## src/rtl/buck_startup_seq.sv

```systemverilog
module buck_startup_seq #(
  parameter int DAC_W      = 8,
  parameter int DUTY_W     = 8,
  parameter int IBAT_W     = 10,
  parameter int PRECHG_CYC = 8,
  parameter int STEP_CYC   = 4,
  parameter int BACKOFF    = 3,
  parameter int RAMP_CYC   = 2,
  parameter int DUTY_LIM   = 200,
  parameter int I_ON       = 300,
  parameter int I_OFF      = 200
) (
  input  logic              clk,
  input  logic              rst_n,
  input  logic              start_req,
  input  logic              panel_ok,
  input  logic              comp_in,
  input  logic [IBAT_W-1:0] ibat,
  input  logic              dac_load,
  input  logic [DAC_W-1:0]  dac_load_val,
  output logic [DAC_W-1:0]  dac_code,
  output logic              ls_gate_en,
  output logic              pwm_run,
  output logic [DUTY_W-1:0] duty_max,
  output logic              fault
);
  localparam int CMAX  = (PRECHG_CYC > STEP_CYC) ? ((PRECHG_CYC > RAMP_CYC) ? PRECHG_CYC : RAMP_CYC)
                                                 : ((STEP_CYC > RAMP_CYC) ? STEP_CYC : RAMP_CYC);
  localparam int CNT_W = $clog2(CMAX + 1);
  localparam logic [DAC_W-1:0]  DAC_TOP = {DAC_W{1'b1}};
  localparam logic [DAC_W-1:0]  BACK    = DAC_W'(BACKOFF);
  localparam logic [DUTY_W-1:0] DLIM    = DUTY_W'(DUTY_LIM);

  typedef enum logic [2:0] {S_IDLE, S_PRE, S_SWEEP, S_SOFT, S_RUN, S_FAULT} st_t;

  st_t               st;
  logic [CNT_W-1:0]  cnt;
  logic [DAC_W-1:0]  dac_q;
  logic [DUTY_W-1:0] duty_q;
  logic              sync_q, comp_ref;

  wire active   = start_req & panel_ok;
  wire running  = (st == S_SOFT) || (st == S_RUN);
  wire last_pre = cnt == CNT_W'(PRECHG_CYC - 1);
  wire last_stp = cnt == CNT_W'(STEP_CYC - 1);
  wire last_rmp = cnt == CNT_W'(RAMP_CYC - 1);
  wire hi_cur   = 32'(ibat) > I_ON;
  wire lo_cur   = 32'(ibat) < I_OFF;

  assign dac_code   = dac_q;
  assign ls_gate_en = active & ((st == S_PRE) | (running & sync_q));
  assign pwm_run    = active & running;
  assign duty_max   = (active & running) ? duty_q : '0;
  assign fault      = st == S_FAULT;

  always_ff @(posedge clk or negedge rst_n) begin
    if (!rst_n) begin
      st <= S_IDLE; cnt <= '0; dac_q <= '0; duty_q <= '0; sync_q <= 1'b0; comp_ref <= 1'b0;
    end else if (!active) begin
      st <= S_IDLE; cnt <= '0; dac_q <= '0; duty_q <= '0; sync_q <= 1'b0;
    end else begin
      if (running) begin
        if (dac_load) dac_q <= dac_load_val;
        if (!sync_q && hi_cur) sync_q <= 1'b1;
        else if (sync_q && lo_cur) sync_q <= 1'b0;
      end
      case (st)
        S_IDLE: begin
          st <= S_PRE; cnt <= '0;
        end
        S_PRE: begin
          if (last_pre) begin
            st <= S_SWEEP; cnt <= '0; dac_q <= '0; comp_ref <= comp_in;
          end else cnt <= cnt + 1'b1;
        end
        S_SWEEP: begin
          if (last_stp) begin
            cnt <= '0;
            if (comp_in != comp_ref) begin
              st <= S_SOFT; duty_q <= '0;
              dac_q <= (dac_q > BACK) ? dac_q - BACK : '0;
            end else if (dac_q == DAC_TOP) st <= S_FAULT;
            else dac_q <= dac_q + 1'b1;
          end else cnt <= cnt + 1'b1;
        end
        S_SOFT: begin
          if (last_rmp) begin
            cnt <= '0;
            if (duty_q >= DLIM - 1'b1) begin
              duty_q <= DLIM; st <= S_RUN;
            end else duty_q <= duty_q + 1'b1;
          end else cnt <= cnt + 1'b1;
        end
        default: ;
      endcase
    end
  end

  assert_precharge_bound_R3: assert property (@(posedge clk) disable iff (!rst_n)
    (st == S_PRE) |-> (cnt < CNT_W'(PRECHG_CYC)));
  assert_backoff_down_R5: assert property (@(posedge clk) disable iff (!rst_n)
    (st == S_SOFT && $past(st) == S_SWEEP) |-> (dac_q <= $past(dac_q)));
  assert_fault_quiet_R6: assert property (@(posedge clk) disable iff (!rst_n)
    (st == S_FAULT) |-> (!ls_gate_en && !pwm_run && duty_max == '0));
  assert_ramp_monotonic_R7: assert property (@(posedge clk) disable iff (!rst_n)
    (st == S_SOFT && $past(st) == S_SOFT) |-> (duty_q >= $past(duty_q)));
  assert_sync_entry_R9: assert property (@(posedge clk) disable iff (!rst_n)
    $rose(sync_q) |-> (32'($past(ibat)) > I_ON));
  assert_sync_exit_R9: assert property (@(posedge clk) disable iff (!rst_n)
    $fell(sync_q) && $past(active) |-> (32'($past(ibat)) < I_OFF));
  assert_abort_idle_R10: assert property (@(posedge clk) disable iff (!rst_n)
    !active |=> (st == S_IDLE && dac_q == '0));
endmodule

```

## config.mk

```make
export PLATFORM = sky130hd
export DESIGN_NAME = buck_startup_seq
export DESIGN_NICKNAME = d
export VERILOG_FILES = /design/src/rtl/buck_startup_seq.sv
export SDC_FILE = /design/constraint.sdc
export NUM_CORES = 1
export LEC_CHECK = 0
export BUFFER_PORTS_ARGS = -buffer_cell sky130_fd_sc_hd__buf_2
export CAP_MARGIN = 5
export CORE_UTILIZATION = 49
export DETAILED_ROUTE_END_ITERATION = 12
export PLACE_DENSITY = 0.76
export RECOVER_POWER = 100
export SYNTH_ARGS = -nofsm -noshare
export SYNTH_HDL_FRONTEND = slang
export SYNTH_SLANG_ARGS = --single-unit
```

## constraint.sdc

```tcl
create_clock -name clk -period 1.9 [get_ports clk]
set_clock_uncertainty 0.1 [all_clocks]
set_input_delay 0.19 -clock clk [delete_from_list [all_inputs] [get_ports clk]]
set_output_delay 0.19 -clock clk [all_outputs]
set_load 0.02 [all_outputs]
```

==> summary.md, run 1 <==
| Metric | Value |
|---|---|
| Sequential area share after synthesis | 31.6% |
| Outcome | finished with violations |
| Critical path data required time | 1960 ps |
| CP Buf/Inv Count | 0 |
| Hold WC Path Type | primary input to register |
| Setup Viol. Count Final | 23 |
| Hpwl dp | 4.12 mm |
| F_max | 457 MHz |
| Placed insts | 360 |
| Final period util | 115% |
| Ports | 43 |
| Gate Count Post-Synth | 237 |
| Fin area | 3070 sq um |
| Tightest Pin Transition | roughly 660 ps |
| Worst-path cell chain | or4_4 -> or3_4 -> a31oi_2 -> a311oi_1 -> or3_1 |
| DR pass1 iterations | 5 |
| Core area | 3770 sq um |
| Number of max-cap violations | 0 |
| IO buf count | 42 |
| Crit path launch type | register |
| Fraction of registers with async set/reset | 100% |
| Max_slew headroom | between 50% and 60% |
| Post-synth EDFFs | 0 |
| Syn avg cell area | around 8.3 sq um |
| Max VDD drop | 286 uV |
| Placed Instance Area | 2560 sq um |
| Crit path max fanout | 3 |
| H-tree levels | 1 |
| CP delay by family, top | simple AND/OR/NAND/NOR gates |
| Ys flop type | dfrtp_1 |
| Final hold violations | 0 |
| Total CTS buffers | 3 |
| Root Driver | clkbuf_8 |
| Crit path max-delay cell type | or4_4 |
| First-pass GRT wire length | 9.49 mm |
| Area delta synth->final | 55.3% |
| Final Max Slew Viols | 0 |
| Starting Density | between 50% and 60% |
| Final routed DRC violation total | 0 |
| Seq cells post-synth | 25 |
| Non-filler cells in the finished layout | 379 |
| Clk buf depth | 2 |
| Net Count, Synth | 265 |
| Worst slack, placed | -247 ps |
| Grt ovf | 0 |
| Worst EP arrival | 2250 ps |
| Worst skew pair latency | around 280 ps |
| Clock Pin Slew Worst Setup and Hold Paths | 90 ps |
| Die Y | 65.5 um |
| Max incr delay on CP | approximately 560 ps |
| WHS | 86.5 ps |
| Full die area | 4290 sq um |
| Via density | 6.30 |
| WL/cell | between 15 and 20 um |
| Synthesized area | about 2000 sq um |
| Routability congestion estimate | 0.857 |
| Warnings from Yosys | 0 |
| Pwr dens | around 370 nW/um^2 |
| Initial antenna violation count | 1 |
| Initial DRC count | around 220 |
| Yosys cell types | 57 |
| Setup Crit Path Kind | register to register |
| Clk sinks | 25 |
| Antenna viol nets, final | 0 |
| Synth area leader | dfrtp_1 |
| TritonCTS clock tree | done |
| Gr usage total | roughly 29% |
| Fraction of layout cells with a size suffix above 1 | 47.6% |
| Synth top area cells | dfrtp_1, mux2i_1, nor2_1 |
| Area share of the largest cell type after synthesis | between 30% and 40% |
| Final worst slack | -287 ps |
| Die W | 65.5 um |
| Final Net Count | roughly 360 |
| Failing checks | setup timing |
| Critical Path End Type | register |
| RSZ-0062 raised after global routing | true |
| LEAKAGE | 1.36 nW |
| FP Rows | 22 |
| Post-Route WL | around 7.0 mm |
| Post-Route Setup TNS | -2420 ps |
| Largest net degree at the start of global routing | 26 |
| Shortest period the worst path allows | 2190 ps |
| Number of global-route vias before repair | 1,999 |
| Vias post-DR | around 2,400 |
repair_timing:
| item | CTS | global route |
|---|---|---|
| endpoints found under the setup margin | 26 | 30 |
| gates cloned | 1 | 0 |
| pin swaps | 18 | 14 |
| hold endpoints to repair | 25 | 0 |
| hold buffers | 1 | 0 |
| resized for setup | 48 | 38 |
| setup buffers | 7 | 5 |
sequential cells by signal (all words and copies together), names as in the netlist:
signal,flops
st,3
duty_q,8
sync_q,1
cnt,4
comp_ref,1
dac_code,8
layout make-up:
| class | instances | area (sq um) |
|---|---|---|
| repair buffers | 100 | 727 |
| clock inverters | 1 | 5.00 |
| flip-flops and latches | 25 | 631 |
| diodes | 1 | 2.50 |
| inverters | 5 | 21.3 |
| fillers | 224 | 698 |
| clock buffers | 3 | 41.3 |
| multi-input cells | 196 | 1590 |
| well taps | 48 | 60.1 |
Yosys cell counts, drive strengths merged (5+ instances only):
library cell  count
nand3             5
o21ai            13
nand2            17
dfrtp            25
a21oi            11
and3              6
and2             12
clkbuf            8
mux2i            11
nand2b           10
nor3b             5
nor3              9
nor2             21
inv               5
worst reg2reg max path: cells and delay by family, from the launching register on:
kind | cells | cell delay (ps)
compound gates | 2 | 280
simple gates | 3 | 1280
flops | 1 | 410
through the flow:
| step | utilization [%] | power [W] |
|---|---|---|
| after floorplan | - | 0.000639 |
| after global placement | 67.9 | 0.000733 |
| after detailed placement | 67.9 | 0.000737 |
| after CTS | 76.3 | 0.00109 |
| after global routing | 81.5 | 0.00117 |
| final | 81.5 | 0.00113 |
where the power goes:
part | switching, W | internal [W]
Clock | 0.000190 | 0.000148
Combinational | 0.000129 | 0.000122
Sequential | 0.00000618 | 0.000536
Total | 0.000326 | 0.000806
cell usage in the layout, fill, tap and decap left out, types with 6 or more instances in the layout:
cell,netlist,layout
buf_4,0,48
buf_2,3,29
dfrtp_1,25,21
nor2_1,21,17
buf_6,0,17
nand2_1,17,16
mux2i_1,11,11
nand2b_1,10,9
nor3_1,9,7
o21ai_0,7,7
and2_4,0,7
a21oi_1,11,6
path summary, 6_finish.rpt:
check | slack (ps) | end | startpoint | depth (start not counted)
max | -290 | dac_code[4]$_DFF_PN0_ | dac_code[2]$_DFF_PN0_ | 5
min | 90 | dac_code[6]$_DFF_PN0_ | dac_load_val[6] | 3
max reg2reg | -290 | dac_code[4]$_DFF_PN0_ | dac_code[2]$_DFF_PN0_ | 5
min reg2reg | 530 | duty_q[0]$_DFFE_PN0P_ | duty_q[0]$_DFFE_PN0P_ | 2
max in group asynchronous | 870 | dac_code[4]$_DFF_PN0_ | rst_n | 2
min in group asynchronous | 360 | cnt[3]$_DFFE_PN0N_ | rst_n | 2
metal layers:
metal	GRT usage (%)	part of all wire, %
met4	13.0	3.8
met1	39.5	40
met2	45.6	48
met3	3.65	7.9
met5	0	0
cells by family (layout without fill, tap and decap cells):
| kind of cell | after synthesis | after routing | share of synthesized area [%] |
|---|---|---|---|
| and+or+nand+nor | 106 | 107 | 29.7 |
| other | 0 | 1 | 0 |
| adders and majority gates | 4 | 4 | 2.53 |
| AOI/OAI and AO/OA | 67 | 67 | 24.0 |
| DFF | 25 | 25 | 31.6 |
| xor gates and xnor gates | 6 | 6 | 2.66 |
| buffers and inverters | 17 | 109 | 3.42 |
| muxes | 12 | 12 | 6.14 |
Power figures use the tool's default switching activity.
==> run 2, diff against run 1 <==
--- a/config.mk
+++ b/config.mk
@@ -7,6 +7,7 @@
 export LEC_CHECK = 0
 export BUFFER_PORTS_ARGS = -buffer_cell sky130_fd_sc_hd__buf_2
 export CAP_MARGIN = 5
+export CORE_ASPECT_RATIO = 1.1
 export CORE_UTILIZATION = 49
 export DETAILED_ROUTE_END_ITERATION = 12
 export PLACE_DENSITY = 0.76
==> run 2 against run 1 <==
Net effect:
- the flow still finishes with violations (setup timing)
- combinational power is 2% lower
- core utilization is 1.7 points higher
- via count is 1.8% lower
- final cell count is 0.53% higher
- register-to-register slack hardly changed
- global-route usage is 0.57 points higher
- wire length is 3.6% higher
- critical path depth stayed put
- power is 0.40% lower
- fmax hardly changed
- sequential share of layout area is 0.21 points lower
- clock power hardly changed
- critical path type unchanged
- largest power group unchanged
==> summary.md, run 2 (synthesized netlist as in run 1, its figures left out) <==
| Metric | Value |
|---|---|
| Ant diodes | 0 (was 1) |
| LEAKAGE | 1.37 nW (was 1.36 nW) |
| Number of global-route vias before repair | 2,142 (was 1,999) |
| Core area | 3740 sq um (was 3770 sq um) |
| Final hold violations | 0 (unchanged) |
| Setup Viol. Count Final | 28 (was 23) |
| Final period util | 115% (about the same) |
| Combinational share of power | 21.8% (was 22.2%) |
| Outcome | finished with violations (unchanged) |
| Final Net Count | 360 (was 359) |
| Total CTS buffers | 3 (unchanged) |
| Crit path max-delay cell type | or4_4 (unchanged) |
| Worst skew pair latency | 280 ps (about the same) |
| WL/cell | 19.0 um (was 18.5 um) |
| Worst-path cell chain | or4_4 -> buf_4 -> or4b_1 -> and3_1 -> o32ai_2 (was or4_4 -> or3_4 -> a31oi_2 -> a311oi_1 -> or3_1) |
| Starting Density | 52.9% (was 52.5%) |
| Failing checks | setup timing (unchanged) |
| Hpwl dp | 3.92 mm (was 4.12 mm) |
| Int Pwr | 0.000798 W (was 0.000806 W) |
| Setup Crit Path Kind | register to register (unchanged) |
| Hold WC Path Type | primary input to register (unchanged) |
| Critical Path End Type | register (unchanged) |
| Root Driver | clkbuf_8 (unchanged) |
| P_sw | 0.000329 W (was 0.000326 W) |
| Sequential Power Share | 48.4% (was 48.0%) |
| Clock Pin Slew Worst Setup and Hold Paths | 90 ps (about the same) |
| Number of max-cap violations | 0 (unchanged) |
| WHS | 121 ps (was 86.5 ps) |
| Most frequent cells in the layout | buf_4, buf_2, dfrtp_1, nor2_1, buf_6 (unchanged) |
| DR pass1 iterations | 4 (was 5) |
| First-pass GRT wire length | 9.87 mm (was 9.49 mm) |
| Total power | 0.00113 W (about the same) |
| Initial DRC count | 245 (was 223) |
| Tightest Pin Transition | 684 ps (was 658 ps) |
| Max_slew headroom | 54.4% (was 56.2%) |
| Shortest period the worst path allows | 2190 ps (about the same) |
| FP Rows | 23 (was 22) |
| Die Y | 68.6 um (was 65.5 um) |
| Routability congestion estimate | 0.922 (was 0.857) |
| Final worst slack | -287 ps (about the same) |
| Max incr delay on CP | 540 ps (was 560 ps) |
| Area delta synth->final | 57.2% (was 55.3%) |
| Vias post-DR | 2,347 (was 2,389) |
| Antenna viol nets, final | 0 (unchanged) |
| Clk sinks | 25 (unchanged) |
| Crit path max fanout | 2 (was 3) |
| Clk buf depth | 2 (unchanged) |
| Worst EP arrival | 2270 ps (was 2250 ps) |
| CP delay by family, top | simple AND/OR/NAND/NOR gates (unchanged) |
| Grt ovf | 0 (unchanged) |
| Pwr dens | 362 nW/um^2 (was 368 nW/um^2) |
| Critical path data required time | 1980 ps (was 1960 ps) |
| Crit path launch type | register (unchanged) |
| Largest net degree at the start of global routing | 26 (unchanged) |
| Clock share of power | 29.8% (was 29.9%) |
| Final routed DRC violation total | 0 (unchanged) |
| Final Max Slew Viols | 0 (unchanged) |
| Full die area | 4300 sq um (was 4290 sq um) |
| F_max | 457 MHz (about the same) |
| Ports | 43 (unchanged) |
| Die W | 62.6 um (was 65.5 um) |
| Worst slack, placed | -215 ps (was -247 ps) |
| Worst reg2reg setup slack | -290 ps (about the same) |
| Via density | 6.16 (was 6.30) |
| Initial antenna violation count | 0 (was 1) |
| Gr usage total | 29.6% (was 29.0%) |
| Fraction of layout cells with a size suffix above 1 | 49.5% (was 47.6%) |
| TritonCTS clock tree | done (unchanged) |
| Switch share | 29.2% (was 28.8%) |
| H-tree levels | 1 (unchanged) |
| CP Buf/Inv Count | 1 (was 0) |
| Max VDD drop | 354 uV (was 286 uV) |
| Commonest non-fill, non-tap cell in the layout | buf_4 (unchanged) |
| Post-Route WL | 7.25 mm (was 7.00 mm) |
| IO buf count | 42 (unchanged) |
| RSZ-0062 raised after global routing | true (unchanged) |
## run 2: changes by cell type in the layout (fill, tap and decap cells not counted), sizes merged
cell,change
buf,+1
diode,-1
## run 2: area by class of cell
type | instances | area [sq um]
clock buffers | 3 | 41.3
clock inverters | 1 | 5.00
fillers | 227 | 631
inverters | 5 | 21.3
multi-input cells | 196 | 1610
flip-flops and latches | 25 | 632
well taps | 50 | 62.6
repair buffers | 101 | 734
## run 2: per-layer routing
| metal | GRT usage [%] | part of all wire [%] | vias to the layer above |
|---|---|---|---|
| met5 | 0 | 0 | - |
| met4 | 9.30 | 2.4 | 0 |
| met3 | 2.63 | 4.3 | 21 |
| met2 | 54.2 | 53 | 105 |
| met1 | 37.4 | 40 | 1156 |
| li1 | - | - | 1065 |
## run 2: power groups by stage
stage	clock (W)	combinational (W)	sequential, W
detailed placement	0	0.000176	0.000554
global route	0.000370	0.000259	0.000546
finish	0.000336	0.000246	0.000546
floorplan	0	0.0000869	0.000552
global placement	0	0.000173	0.000554
CTS	0.000330	0.000200	0.000544
## run 2: final timing paths
path,cells after the start,start,end
min in group asynchronous,2,rst_n,duty_q[0]$_DFFE_PN0P_
worst max register to register,5,dac_code[2]$_DFF_PN0_,dac_code[6]$_DFF_PN0_
max in group asynchronous,2,rst_n,dac_code[5]$_DFF_PN0_
worst min-delay path,2,comp_in,comp_ref$_DFFE_PN0P_
worst max-delay path,5,dac_code[2]$_DFF_PN0_,dac_code[6]$_DFF_PN0_
worst min register to register,2,duty_q[7]$_DFFE_PN0P_,duty_q[7]$_DFFE_PN0P_
## run 2: timing repair
item	CTS	global route
setup endpoints to repair	29	29
hold buffers	1	0
buffers inserted	10	7
gates resized for setup	50	42
gates cloned	1	0
pin swaps	18	16
hold endpoints to repair	25	0
## run 2: stage by stage
stage                     util (%)  instance area, sq um  TNS (ps)  instances
final                         83.1                  3110     -2820        381
after global routing          83.1                  3110     -4220        381
after CTS                     76.5                  2860     -1310        374
after detailed placement      67.9                  2540     -1660        359
after global placement        67.9                  2540     -1030        359
after floorplan                  -                  2010      -580        237
==> run 3, diff against run 2 <==
--- a/config.mk
+++ b/config.mk
@@ -15,3 +15,4 @@
 export SYNTH_ARGS = -nofsm -noshare
 export SYNTH_HDL_FRONTEND = slang
 export SYNTH_SLANG_ARGS = --single-unit
+export TNS_END_PERCENT = 50
==> run 3 against run 2 <==
Net effect:
- the flow still finishes with violations (setup timing)
- largest cell class unchanged
- largest power group unchanged
- sequential share of layout area up 0.50 points
- final area is 2.6% lower
- global-route usage shrank 2.5 points
- highest routed layer unchanged
==> summary.md, run 3 (synthesized netlist as in run 1, its figures left out) <==
| Metric | Value |
|---|---|
| Outcome | finished with violations (unchanged) |
| Failing checks | setup timing (unchanged) |
| FF-to-FF Start | dac_code[2]$_DFF_PN0_ (unchanged) |
| Fraction of layout cells with a size suffix above 1 | 45.9% (was 49.5%) |
| Post-Route Setup TNS | -2040 ps (was -2820 ps) |
| Grt ovf | 0 (unchanged) |
| LEAKAGE | 1.35 nW (was 1.37 nW) |
| Clock Pin Slew Worst Setup and Hold Paths | 90 ps (about the same) |
| Utilization after layout | 81.0% (was 83.1%) |
| Hpwl dp | 4.12 mm (was 3.92 mm) |
| Full die area | 4300 sq um (unchanged) |
| Die W | 62.6 um (unchanged) |
| Critical Path Start | dac_code[2]$_DFF_PN0_ (unchanged) |
| First-pass GRT wire length | 9.08 mm (was 9.87 mm) |
| Commonest non-fill, non-tap cell in the layout | buf_4 (unchanged) |
| WHS | 97.0 ps (was 121 ps) |
| Max_slew headroom | 54.4% (about the same) |
| DR pass1 iterations | 7 (was 4) |
| Vias post-DR | 2,348 (was 2,347) |
| Setup Crit Path Kind | register to register (unchanged) |
| Core area | 3740 sq um (unchanged) |
| Setup Viol. Count Final | 28 (unchanged) |
| Max incr delay on CP | 560 ps (was 540 ps) |
| CP endpoint | dac_code[4]$_DFF_PN0_ (was dac_code[6]$_DFF_PN0_) |
| WL/cell | 18.7 um (was 19.0 um) |
| FP Rows | 23 (unchanged) |
| Tightest Pin Transition | 684 ps (about the same) |
| RSZ-0062 raised after global routing | true (unchanged) |
| Ant diodes | 0 (unchanged) |
| Gr usage total | 27.1% (was 29.6%) |
| Number of global-route vias before repair | 2,049 (was 2,142) |
| Max VDD drop | 406 uV (was 354 uV) |
| IO buf count | 42 (unchanged) |
| Most frequent cells in the layout | buf_4, buf_2, dfrtp_1, nor2_1, nand2_1 (was buf_4, buf_2, dfrtp_1, nor2_1, buf_6) |
| Largest net degree at the start of global routing | 26 (unchanged) |
| Area delta synth->final | 53.1% (was 57.2%) |
| F_max | 468 MHz (was 457 MHz) |
| Via density | 6.16 (about the same) |
| TritonCTS clock tree | done (unchanged) |
| Critical Path End Type | register (unchanged) |
| Total CTS buffers | 3 (unchanged) |
| Clk buf depth | 2 (unchanged) |
| Worst reg2reg setup slack | -240 ps (was -290 ps) |
| Worst skew pair latency | 270 ps (was 280 ps) |
| Worst r2r path cells | 5 (unchanged) |
| Crit path max fanout | 4 (was 2) |
| H-tree levels | 1 (unchanged) |
| Final worst slack | -239 ps (was -287 ps) |
| Pwr dens | 369 nW/um^2 (was 362 nW/um^2) |
| Initial DRC count | 191 (was 245) |
| Hold Path Stages | 3 (was 2) |
| Final period util | 113% (was 115%) |
| Total power | 0.00112 W (was 0.00113 W) |
| Root Driver | clkbuf_8 (unchanged) |
| Starting Density | 52.9% (unchanged) |
| Worst EP arrival | 2200 ps (was 2270 ps) |
| Routability congestion estimate | 0.885 (was 0.922) |
| Post-Route WL | 7.14 mm (was 7.25 mm) |
| Antenna viol nets, final | 0 (unchanged) |
| Crit path max-delay cell type | or4_4 (unchanged) |
| Number of max-cap violations | 0 (unchanged) |
| Crit path launch type | register (unchanged) |
| Worst slack, placed | -215 ps (about the same) |
| Final Net Count | 360 (unchanged) |
| Shortest period the worst path allows | 2140 ps (was 2190 ps) |
| Final Max Slew Viols | 0 (unchanged) |
| Critical path data required time | 1960 ps (was 1980 ps) |
| Ports | 43 (unchanged) |
| Worst-path cell chain | or4_4 -> or3_4 -> a211oi_2 -> a2111oi_0 -> or3_1 (was or4_4 -> buf_4 -> or4b_1 -> and3_1 -> o32ai_2) |
| Final hold violations | 0 (unchanged) |
| Reg-to-Reg End | dac_code[4]$_DFF_PN0_ (was dac_code[6]$_DFF_PN0_) |
| Die Y | 68.6 um (unchanged) |
| Initial antenna violation count | 0 (unchanged) |
| Clk sinks | 25 (unchanged) |
| Hold WC Path Type | primary input to register (unchanged) |
| Final routed DRC violation total | 0 (unchanged) |
-- run 3: how the worst min path moves through the flow --
stage	slack, ps	to	from
2_1_floorplan	-210	cnt[0]$_DFFE_PN0N_	rst_n
3_3_place_gp	120	dac_code[1]$_DFF_PN0_	rst_n
3_5_place_dp	120	dac_code[0]$_DFF_PN0_	rst_n
4_1_cts	100	dac_code[6]$_DFF_PN0_	dac_load_val[6]
5_1_grt	110	dac_code[6]$_DFF_PN0_	dac_load_val[6]
6_report	100	dac_code[6]$_DFF_PN0_	dac_load_val[6]
-- run 3: power by group --
group | leakage (nW) | switching [W] | total, W | internal [W]
combinational | 0.991 | 0.000126 | 0.000235 | 0.000109
clock | 0.0228 | 0.000187 | 0.000338 | 0.000150
sequential | 0.341 | 0.00000674 | 0.000543 | 0.000537
total | 1.35 | 0.000321 | 0.00112 | 0.000796
-- run 3: worst max-delay path: cells and delay by family (launching register included) --
kind / cells / cell delay [ps]
AO/OA/AOI/OAI: 2 / 290
flip-flops: 1 / 410
AND/OR/NAND/NOR: 3 / 1220
-- run 3: layout make-up --
| cell class | count | area (sq um) |
|---|---|---|
| Timing Repair Buffer | 101 | 718 |
| Clock buffer | 4 | 45.0 |
| Tap cell | 50 | 62.6 |
| Inverter | 5 | 18.8 |
| Sequential cell | 25 | 631 |
| Fill cell | 241 | 712 |
| Multi-Input combinational cell | 196 | 1550 |
-- run 3: routing by layer --
metal  wire length, um  track usage (%)
met5                 0                0
met4               273             12.5
met3               408             2.30
met2              3780             50.8
met1              2680             32.1
-- run 3: repair_timing --
item,in CTS,in global routing
cloned,1,0
setup buffers,2,9
hold buffers,1,0
resized for setup,30,43
endpoints found under the hold margin,25,0
pin swaps,9,19
setup endpoints to repair,29,31
-- run 3: metrics by stage --
stage          instance area, sq um  std cells
2_1_floorplan                  1990        237
3_3_place_gp                   2560        364
3_5_place_dp                   2560        364
4_1_cts                        2750        372
5_1_grt                        3030        381
6_report                       3030        381
